$ cat src/rtl/hbus_pkg.sv
package hbus_pkg;
  localparam int HB_ADDR_W = 3;
  localparam int HB_DATA_W = 8;
  localparam int HB_SYNC   = 2;
  // Number of single-bit control inputs: three selects, address strobe, four strobes
  localparam int HB_CTRL_W = 8;

  function automatic logic hb_selected(input logic cs_a, input logic cs_b, input logic cs_c_n);
    return cs_a & cs_b & ~cs_c_n;
  endfunction
endpackage

$ cat src/rtl/hbus_sync.sv
module hbus_sync #(
  parameter int              W      = 1,
  parameter int              STAGES = 2,
  parameter logic [W-1:0]    RST    = '0
) (
  input  logic         clk,
  input  logic         rst_n,
  input  logic [W-1:0] d,
  output logic [W-1:0] q
);
  logic [STAGES-1:0][W-1:0] stg;

  always_ff @(posedge clk or negedge rst_n) begin
    if (!rst_n) begin
      for (int i = 0; i < STAGES; i++) stg[i] <= RST;
    end else begin
      stg[0] <= d;
      for (int i = 1; i < STAGES; i++) stg[i] <= stg[i-1];
    end
  end

  assign q = stg[STAGES-1];
endmodule

$ cat src/rtl/hbus_strobe.sv
module hbus_strobe (
  input  logic clk,
  input  logic rst_n,
  input  logic rd_n_s,
  input  logic rd_s,
  input  logic wr_n_s,
  input  logic wr_s,
  output logic rd_lvl_q,
  output logic wr_act,
  output logic rd_start,
  output logic wr_end,
  output logic acc_start,
  output logic acc_end
);
  logic rd_act;
  logic rd_q, wr_q;
  logic rd_d, wr_d;
  logic wr_start, rd_end;

  always_comb begin
    rd_act   = ~rd_n_s | rd_s;
    wr_act   = ~wr_n_s | wr_s;
    rd_d     = rd_act;
    wr_d     = wr_act;
    rd_start = rd_act & ~rd_q;
    wr_start = wr_act & ~wr_q;
    rd_end   = rd_q & ~rd_act;
    wr_end   = wr_q & ~wr_act;
    acc_start = rd_start | wr_start;
    acc_end   = rd_end | wr_end;
  end

  always_ff @(posedge clk or negedge rst_n) begin
    if (!rst_n) begin
      rd_q <= 1'b0;
      wr_q <= 1'b0;
    end else begin
      rd_q <= rd_d;
      wr_q <= wr_d;
    end
  end

  assign rd_lvl_q = rd_q;
endmodule

$ cat src/rtl/hbus_alatch.sv
module hbus_alatch #(
  parameter int ADDR_W = 3
) (
  input  logic              clk,
  input  logic              rst_n,
  input  logic              astb_n_s,
  input  logic              sel_s,
  input  logic [ADDR_W-1:0] addr_s,
  input  logic              acc_start,
  input  logic              acc_end,
  output logic [ADDR_W-1:0] lat_addr,
  output logic              lat_sel
);
  logic              astb_q, astb_fall;
  logic              armed_q, armed_d;
  logic              load;
  logic [ADDR_W-1:0] addr_q, addr_d;
  logic              sel_q, sel_d;

  always_comb begin
    astb_fall = astb_q & ~astb_n_s;
    // Transparent while the address strobe is high, captured on its fall,
    // and captured at access start when no fall has armed the hold.
    load    = astb_n_s | astb_fall | (acc_start & ~armed_q);
    armed_d = armed_q;
    if (acc_end)   armed_d = 1'b0;
    if (astb_fall) armed_d = 1'b1;
    addr_d = load ? addr_s : addr_q;
    sel_d  = load ? sel_s  : sel_q;
  end

  always_ff @(posedge clk or negedge rst_n) begin
    if (!rst_n) begin
      astb_q  <= 1'b0;
      armed_q <= 1'b0;
      addr_q  <= '0;
      sel_q   <= 1'b0;
    end else begin
      astb_q  <= astb_n_s;
      armed_q <= armed_d;
      addr_q  <= addr_d;
      sel_q   <= sel_d;
    end
  end

  assign lat_addr = addr_q;
  assign lat_sel  = sel_q;
endmodule

$ cat src/rtl/hbus_regif.sv
module hbus_regif
  import hbus_pkg::*;
#(
  parameter int ADDR_W      = HB_ADDR_W,
  parameter int DATA_W      = HB_DATA_W,
  parameter int SYNC_STAGES = HB_SYNC
) (
  input  logic              clk,
  input  logic              rst_n,
  input  logic              cs_a_i,
  input  logic              cs_b_i,
  input  logic              cs_c_n_i,
  input  logic              astb_n_i,
  input  logic [ADDR_W-1:0] addr_i,
  input  logic              rd_n_i,
  input  logic              rd_i,
  input  logic              wr_n_i,
  input  logic              wr_i,
  input  logic [DATA_W-1:0] bus_d_i,
  output logic [DATA_W-1:0] bus_d_o,
  output logic              bus_oe_o,
  output logic              rd_req_o,
  output logic              wr_req_o,
  output logic [ADDR_W-1:0] req_addr_o,
  output logic [DATA_W-1:0] wr_data_o,
  input  logic [DATA_W-1:0] rd_data_i
);
  localparam int SW = DATA_W + ADDR_W + HB_CTRL_W;
  // Idle levels: active-low select and both active-low strobes at 1
  localparam logic [SW-1:0] SRST = {{(DATA_W+ADDR_W){1'b0}}, 8'h2A};

  logic [1:0] rst_pipe;
  logic       rst_int_n;

  always_ff @(posedge clk or negedge rst_n) begin
    if (!rst_n) rst_pipe <= 2'b00;
    else        rst_pipe <= {rst_pipe[0], 1'b1};
  end
  assign rst_int_n = rst_pipe[1];

  logic [SW-1:0]     raw, syn;
  logic [DATA_W-1:0] d_s;
  logic [ADDR_W-1:0] a_s;
  logic              csa_s, csb_s, cscn_s, astb_s, rdn_s, rd_s, wrn_s, wr_s;
  logic              sel_s;

  assign raw = {bus_d_i, addr_i, cs_a_i, cs_b_i, cs_c_n_i, astb_n_i, rd_n_i, rd_i, wr_n_i, wr_i};

  hbus_sync #(.W(SW), .STAGES(SYNC_STAGES), .RST(SRST)) u_sync (
    .clk(clk), .rst_n(rst_int_n), .d(raw), .q(syn)
  );

  assign {d_s, a_s, csa_s, csb_s, cscn_s, astb_s, rdn_s, rd_s, wrn_s, wr_s} = syn;
  assign sel_s = hb_selected(csa_s, csb_s, cscn_s);

  logic rd_lvl_q, wr_act, rd_start, wr_end, acc_start, acc_end;

  hbus_strobe u_strobe (
    .clk(clk), .rst_n(rst_int_n),
    .rd_n_s(rdn_s), .rd_s(rd_s), .wr_n_s(wrn_s), .wr_s(wr_s),
    .rd_lvl_q(rd_lvl_q), .wr_act(wr_act), .rd_start(rd_start), .wr_end(wr_end),
    .acc_start(acc_start), .acc_end(acc_end)
  );

  logic [ADDR_W-1:0] lat_addr;
  logic              lat_sel;

  hbus_alatch #(.ADDR_W(ADDR_W)) u_alatch (
    .clk(clk), .rst_n(rst_int_n), .astb_n_s(astb_s), .sel_s(sel_s), .addr_s(a_s),
    .acc_start(acc_start), .acc_end(acc_end), .lat_addr(lat_addr), .lat_sel(lat_sel)
  );

  logic [DATA_W-1:0] wdat_q, wdat_d;
  logic              rd_pend_q, wr_pend_q;

  always_comb begin
    wdat_d = wr_act ? d_s : wdat_q;
  end

  always_ff @(posedge clk or negedge rst_int_n) begin
    if (!rst_int_n) begin
      wdat_q    <= '0;
      rd_pend_q <= 1'b0;
      wr_pend_q <= 1'b0;
    end else begin
      wdat_q    <= wdat_d;
      rd_pend_q <= rd_start;
      wr_pend_q <= wr_end;
    end
  end

  assign rd_req_o   = rd_pend_q & lat_sel;
  assign wr_req_o   = wr_pend_q & lat_sel;
  assign req_addr_o = lat_addr;
  assign wr_data_o  = wdat_q;
  assign bus_oe_o   = rd_lvl_q & lat_sel;
  assign bus_d_o    = bus_oe_o ? rd_data_i : '0;
endmodule

$ cat config.mk
export PLATFORM = sky130hd
export DESIGN_NAME = hbus_regif
export DESIGN_NICKNAME = d
export VERILOG_FILES = /design/src/rtl/hbus_pkg.sv /design/src/rtl/hbus_sync.sv /design/src/rtl/hbus_strobe.sv /design/src/rtl/hbus_alatch.sv /design/src/rtl/hbus_regif.sv
export SDC_FILE = /design/constraint.sdc
export NUM_CORES = 1
export LEC_CHECK = 0
export ABC_AREA = 1
export BUFFER_PORTS_ARGS = -buffer_cell sky130_fd_sc_hd__buf_4
export CAP_MARGIN = 40
export CELL_PAD_IN_SITES_DETAIL_PLACEMENT = 1
export CELL_PAD_IN_SITES_GLOBAL_PLACEMENT = 1
export CORE_MARGIN = 2
export CORE_UTILIZATION = 43
export CTS_CLUSTER_DIAMETER = 80
export DETAILED_ROUTE_END_ITERATION = 8
export GPL_TIMING_DRIVEN = 0
export PLACE_DENSITY = 0.89
export REMOVE_ABC_BUFFERS = 1
export SKIP_CTS_REPAIR_TIMING = 1
export SLEW_MARGIN = 20
export SYNTH_ARGS = -nofsm -noshare
export SYNTH_HDL_FRONTEND = slang
export SYNTH_SLANG_ARGS = --single-unit
$ cat constraint.sdc
create_clock -name clk -period 2.7 [get_ports clk]
set_input_delay 0.135 -clock clk [delete_from_list [all_inputs] [get_ports clk]]
set_output_delay 0.135 -clock clk [all_outputs]
set_load 0.02 [all_outputs]
# Word-level counts from Yosys, hierarchy flattened
# Index checks and enable logic that the tools add are counted.
classes:
  n_mux: 3
  bitwise_logic: 26
  n_reduce_logical: 1
op_table:
  columns: ["operator", "n"]
  rows:
  - ["1-bit AND", 11]
  - ["1-bit inverter", 9]
  - ["8-bit 2-to-1 mux", 1]
  - ["1-bit OR", 6]
  - ["1-bit 2-to-1 mux", 2]
  - ["2-bit nonzero test", 1]
totals:
  regBits: 58
  input_bits: 29
  out_inout_bits: 22
  wordCells: 42

# Depth between registers and ports, before layout
# Gate-level depths: netlist of run 1.
logic_depth:
  depth_word: 7
  mapped_depth: 8
  depth_no_buf: 8

# By module
# A second synthesis of run 1 with hierarchy kept.
hier_totals:
  hier_cells: 160
  hier_area_um2: 1970.6
by_module_without_submodules:
  columns: ["module", "n_inst", "cells_each", "area_each_um2"]
  rows:
  - ["hbus_sync", 1, 57, 1101.1]
  - ["hbus_regif", 1, 63, 519.2]
  - ["hbus_alatch", 1, 24, 237.7]
  - ["hbus_strobe", 1, 16, 112.6]

# Worst setup path after synthesis of run 1
# OpenSTA, ideal clock, no wires.
synth_timing:
  kind: "reg-to-reg"
  from: "reg u_sync.stg (netlist bit u_sync.q[1])"
  to: "reg u_alatch.addr_q[0] (netlist: u_alatch.lat_addr[0])"
  t_arrival_ns: 0.968
  t_required_ns: 2.583
  slack_ns: 1.616
  path_stages_with_launch: 8
  path_buffers: 0
  period_less_slack_ns: 1.084
  path_cell_list: "dfstp_2 > nand2_4 > nand2_2 > nand2_2 > nand2_4 > nand2_4 > nand2_1 > nand2_1"
synth_between:
  elab_chain_cells: 6
synth_lines:
  columns: ["element", "line", "rtl"]
  rows:
  - ["start: declaration", "hbus_sync.sv:11", "logic [STAGES-1:0][W-1:0] stg;"]
  - ["1-bit inverter", "hbus_strobe.sv:22", "wr_act = ~wr_n_s | wr_s;"]
  - ["1-bit OR", "hbus_strobe.sv:22", null]
  - ["net u_strobe.wr_act", "hbus_strobe.sv:9", "output logic wr_act,"]
  - ["1-bit AND", "hbus_strobe.sv:26", "wr_start = wr_act & ~wr_q;"]
  - ["1-bit OR", "hbus_strobe.sv:29", "acc_start = rd_start | wr_start;"]
  - ["1-bit AND", "hbus_alatch.sv:24", "load = astb_n_s | astb_fall | (acc_start & ~armed_q);"]
  - ["1-bit OR", "hbus_alatch.sv:24", null]
  - ["end signal: assignment", "hbus_alatch.sv:41", "addr_q <= addr_d;"]
  - ["end: declaration", "hbus_alatch.sv:17", "logic [ADDR_W-1:0] addr_q, addr_d;"]
# The timed path passes the listed nets, and every way through them passes these cells.
# A chain may end at the register's enable or synchronous reset.

# Final worst setup path of run 1
layout_timing:
  from: "reg u_alatch.sel_q (netlist: u_alatch.lat_sel)"
  to: "out bus_d_o[3]"
layout_between:
  elab_chain_cells: 2
layout_lines:
  columns: ["element", "line", "rtl"]
  rows:
  - ["start: declaration", "hbus_alatch.sv:18", "logic sel_q, sel_d;"]
  - ["start signal: assignment", "hbus_alatch.sv:42", "sel_q <= sel_d;"]
  - ["1-bit AND", "hbus_regif.sv:96", "assign bus_oe_o = rd_lvl_q & lat_sel;"]
  - ["8-bit 2-to-1 mux", "hbus_regif.sv:97", "assign bus_d_o = bus_oe_o ? rd_data_i : '0;"]
  - ["end: declaration", "hbus_regif.sv:20", "output logic [DATA_W-1:0] bus_d_o,"]
# No other way between the ends.

==> metrics.txt, run 1 <==
status finished clean; vias in the first global route 1,330; DRT antenna net count 0; critical path's slowest cell dfrtp_1; leakage 1.40 nW; Yosys top cell by area dfrtp_1; via count 1,180; sequential power share 43.5%; Synth top area share 72.4%; residual DRC count 0; Routed WL per cell 19.8 um; register area share after synthesis 81.2%; fin nets 233; Via density 4.56; Critical Path Start u_alatch.lat_sel$_DFFE_PN0P_; RSZ-0062 raised after global routing no; post-synthesis compound-gate area fraction 0.627%; asr flop ratio synth 100%; Yosys reg bits 58; Worst Setup EP bus_d_o[3]; r2r setup slk 1410 ps; length of the first detailed-routing pass in iterations 4; area delta synth->final 51.5%; Gate Count Post-Synth 122; clock share of power 48.4%; max-slew violation count 0; WP depth 3; Longest Clk Path Bufs 2; Finished Layout Cells 259; final setup TNS 0 ps; Fmax 713 MHz; period utilisation layout 51.9%; post-synthesis mux area share 5.01%; Setup WS pre-CTS 1470 ps; Pwr Density 810 nW/um^2; Sink Count 58; post-synth cell types 13; gr ovfl total 0; Row Count 23; delay-heaviest family, CP simple AND/OR/NAND/NOR gates; simple-gate share of the synthesized area 8.98%; critical path startpoint category register; root buf cell clkbuf_8; crit path capture type output port; number of CTS-inserted buffers 9; # diodes 0; switching part of the total 22.0%; initial antenna violation count 0; Tightest Hold Check Type in2async; Comb pwr share 8.2%; share of cells above drive strength 1 42.1%; Adder-Cell Fraction of Synth Area 0%; Clock Skews 7.90 ps; Total GRT Usage 20.8%; CP Data Arrival Time 1270 ps; final setup margin 1300 ps; FF-to-FF path depth 7; placed insts 223; filler cell count 374; die area 4710 sq um; starting density of the core 44.9%; Mean Syn Cell Area 14.7 sq um; clock slew at the register clock pins of the worst setup and hold paths 70 ps; first-pass GRT wire length 6480 um; post-synthesis xor/xnor area fraction 0%; die height 68.6 um; I/O pin total 51; switching pwr 0.484 mW; CTS tree done; WP data required 2570 ps; GPL Wtd Cong 0.655; setup violators final 0; H-Tree Depth 3; Die W 68.6 um; Skew-Pair Late Insertion Delay 330 ps; Pint 1.72 mW; post-layout min period 1400 ps; largest family of logic cells by synthesized area simple AND/OR/NAND/NOR gates; core area 4000 sq um; number of flops mapped to enable cells by yosys 0; synthesized area 1800 sq um; Max Cap Viol 0; drt first-iter violations 34; Port Buf Inserts 50; most numerous cell in the Yosys netlist dfrtp_1; Final Hold Vio Count 0; CP max stage delay 390 ps; ys flop type dfrtp_1; top cells by count, synth dfrtp_1 (52), inv_1 (18), nand2_1 (14), nor2_1 (10), mux2_2 (8); Crit Path Max Fanout 9; worst-path cell chain nand2_1 -> nor2_1 -> buf_4; WL final 5120 um; YS warnings 0; WP buf/inv 1; Setup Crit Path Kind reg2out; Peak VDD IR 0.585 mV; ranking of synthesized cells by area dfrtp_1 (72%), dfstp_2 (8.8%), mux2_2 (5.0%); hpwl dp 2800 um; r2r endpoint u_alatch.lat_addr[2]$_DFFE_PN0P_; r2r startpoint u_sync.q[1]$_DFF_PN1_; pin count of the biggest net entering global routing 38
-- how the worst min path moves through the flow --
stage	endpoint	slack, ps	depth (start not counted)
floorplan	rst_pipe[0]$_DFF_PN0_	-160	0
global placement	rst_pipe[0]$_DFF_PN0_	-80	1
detailed placement	rst_pipe[0]$_DFF_PN0_	-80	1
CTS	rst_pipe[1]$_DFF_PN0_	-440	1
global route	rst_pipe[0]$_DFF_PN0_	140	2
finish	rst_pipe[0]$_DFF_PN0_	160	2
-- logic make-up after synthesis --
logic type | after synthesis
compound gates | 2
buf+inv | 19
flops | 58
mux | 8
other cells | 1
simple gates | 34
-- state kept, by name, indices dropped and copies added, names as in the netlist --
signal and count:
u_sync.q 19, u_sync.stg 19, wr_data_o 8, u_alatch.lat_addr 3, rst_pipe 2, rd_pend_q 1, u_alatch.armed_q 1, u_alatch.astb_q 1
u_alatch.lat_sel 1, u_strobe.rd_lvl_q 1, u_strobe.wr_q 1, wr_pend_q 1
-- power groups by stage --
stage,registers (mW),logic [mW],clock network [mW]
after global placement,0.971,0.129,0
after detailed placement,0.970,0.151,0
final,0.958,0.180,1.07
after global routing,0.963,0.194,1.12
after floorplan,0.984,0.0457,0
after CTS,0.956,0.154,1.08
-- layout by cell type, fill, tap and decap left out, drive strengths merged --
| cell | n |
|---|---|
| nor2 | 10 |
| dlygate4sd3 | 20 |
| bufinv | 4 |
| clkinv | 2 |
| inv | 19 |
| nand2 | 19 |
| o21ai | 1 |
| buf | 51 |
| dfrtp | 52 |
| clkinvlp | 1 |
| o22ai | 1 |
| conb | 1 |
| nand3 | 5 |
| mux2 | 8 |
| dfstp | 6 |
| clkbuf | 9 |
-- cell type report --
cell class,instances,area [sq um],area share [%]
Multi-Input combinational cell,45,267,9.79
Clock inverter,7,141,5.20
Tap cell,50,62.6,2.30
Inverter,19,71.3,2.62
Timing Repair Buffer,71,596,21.9
Sequential cell,58,1460,53.7
Clock buffer,9,124,4.55
-- through the flow --
| stage | utilization, % | total power [mW] | cell area [sq um] | hold slack (ps) |
|---|---|---|---|---|
| 2_1_floorplan | - | 1.03 | 1800 | -161 |
| 3_3_place_gp | 55.9 | 1.10 | 2230 | -81.5 |
| 3_5_place_dp | 56.4 | 1.12 | 2260 | -80.3 |
| 4_1_cts | 63.0 | 2.19 | 2520 | -438 |
| 5_1_grt | 68.0 | 2.27 | 2720 | 141 |
| 6_report | 68.0 | 2.20 | 2720 | 156 |
-- layer usage --
layer | wire, um | up-vias | track usage (%)
met5 | 0 | - | 0
met2 | 2850 | 50 | 39.1
met4 | 77 | 0 | 8.25
li1 | - | 531 | -
met1 | 1940 | 590 | 20.6
met3 | 257 | 9 | 7.47
Power figures use the tool's default switching activity.
==> inputs of run 2 (changes only) <==
- CORE_UTILIZATION: 43 -> 40
- PLACE_DENSITY: 0.89 -> 0.84
- clock period: 2.7 -> 1.3 ns (I/O delays scaled with it)
==> run 2 against run 1 <==
  * Sequential power increased by 110%
  * Worst setup slack got worse by 1300 ps
  * Clock power increased by 72%
  * Sequential cell count unchanged
  * Combinational power increased by 100%
  * Routed wire length decreased by 9.3%
  * Sequential share of layout area increased by 0.67 points
  * Critical endpoint is now u_alatch.lat_sel$_DFFE_PN0P_
  * Largest cell class unchanged
  * Largest power group is now sequential cells
==> metrics.txt, run 2 (same netlist as run 1, synthesis figures left out) <==
gr ovfl total 0; die area 5040 sq um; initial antenna violation count 0; FF-to-FF path depth 7; via count 1,191; Worst Tran Pin Value 588 ps; Crit Path Max Fanout 10; WL final 4650 um; M1 WL 1710 um; WP buf/inv 0; Peak VDD IR 1.17 mV; Clock Skews 8.33 ps; number of CTS-inserted buffers 9; Setup WS pre-CTS 72.1 ps; Rel. slew slack 60.8%; pin count of the biggest net entering global routing 32; Routed WL per cell 17.7 um; Die W 71.0 um; Tightest Hold Check Type in2async; residual DRC count 0; max-slew violation count 0; leakage 1.38 nW; CTS tree done; crit path capture type register; status finished clean; drt first-iter violations 31; area delta synth->final 49.6%; I/O pin total 51; fin nets 234; CP Data Arrival Time 1490 ps; first-pass GRT wire length 5780 um; final setup margin 31.6 ps; dpl cell area 2260 sq um; Worst Hold Slack 60.7 ps; Total GRT Usage 15.4%; Pwr Density 1560 nW/um^2; Via density 4.55; die height 71.0 um; filler cell count 417; Finished Layout Cells 262; placed insts 225; Final Cell Area 2690 sq um; # diodes 0; root buf cell clkbuf_8; Longest Clk Path Bufs 2; most frequent cells in the layout buf_4 (51), dfrtp_1 (51), dlygate4sd3_1 (20), inv_1 (18), nand2_1 (13); CP max stage delay 560 ps; r2r endpoint u_alatch.lat_sel$_DFFE_PN0P_; vias in the first global route 1,276; Port Buf Inserts 50; DR WL met3 334 um; GPL Wtd Cong 0.681; period utilisation layout 97.6%; r2r startpoint u_sync.q[1]$_DFF_PN1_; r2r setup slk 30 ps; critical path startpoint category register; core area 4350 sq um; Skew-Pair Late Insertion Delay 330 ps; Final Util 61.7%; delay-heaviest family, CP simple AND/OR/NAND/NOR gates; post-layout min period 1270 ps; Row Count 24; critical path's slowest cell dfstp_2; setup violators final 0; Setup Crit Path Kind reg2reg; worst-path cell chain nand2_4 -> nand2_2 -> nand2_2 -> nand2_4 -> nand2_4 -> nand2_1 -> nand2_1; starting density of the core 41.3%; WP data required 1520 ps; Max Cap Viol 0; share of cells above drive strength 1 42.4%; Sink Count 58; most used cell along the critical path nand2_4; Final Hold Vio Count 0; length of the first detailed-routing pass in iterations 4; hpwl dp 2610 um; Routed met2 length 2540 um; Highest Signal Layer met4; clock slew at the register clock pins of the worst setup and hold paths 70 ps; Fmax 788 MHz; H-Tree Depth 3; DRT antenna net count 0
==> run 2: changes by cell type in the layout (fill, tap and decap cells not counted), sizes merged <==
| cell | before | now |
|---|---|---|
| buf | 51 | 52 |
| clkbuf | 9 | 11 |
| bufinv | 4 | 2 |
==> run 2: layer usage <==
metal  up-vias  GRT usage, %
met5         -             0
met4         0          5.66
met3         8          7.12
met2        52          28.7
met1       596          14.7
li1        535             -
==> run 2: worst max-delay path by stage <==
stage	from	to	slack, ps	depth (start not counted)
2_1_floorplan	rst_pipe[1]$_DFF_PN0_	rd_pend_q$_DFF_PN0_	-420	0
4_1_cts	u_alatch.lat_sel$_DFFE_PN0P_	bus_d_o[3]	-40	3
3_3_place_gp	rst_pipe[1]$_DFF_PN0_	u_sync.q[2]$_DFF_PN0_	-760	0
5_1_grt	u_sync.q[1]$_DFF_PN1_	u_alatch.lat_addr[0]$_DFFE_PN0P_	-20	7
3_5_place_dp	u_sync.q[1]$_DFF_PN1_	u_alatch.lat_addr[2]$_DFFE_PN0P_	70	7
6_report	u_sync.q[1]$_DFF_PN1_	u_alatch.lat_sel$_DFFE_PN0P_	30	7
==> run 2: report_power, final <==
group | internal, mW | leakage [nW] | switching [mW] | total [mW]
Sequential | 1.92 | 0.671 | 0.0706 | 1.99
Clock | 1.13 | 0.109 | 0.716 | 1.84
Combinational | 0.189 | 0.601 | 0.177 | 0.367
==> run 2: area by class of cell <==
class | instances | area, sq um | area share [%]
clock buffer | 11 | 141 | 5.26
inverter | 19 | 71.3 | 2.65
timing repair buffer | 72 | 603 | 22.4
sequential | 58 | 1460 | 54.3
clock inverter | 5 | 77.6 | 2.89
multi-input combinational | 45 | 269 | 10.0
tap | 52 | 65.1 | 2.42
==> run 2: metrics by stage <==
stage               power [mW]  TNS [ps]
floorplan                 2.14    -21730
global placement          2.28    -39610
detailed placement        2.32         0
CTS                       4.11     -61.0
global route              4.35     -72.6
finish                    4.20         0
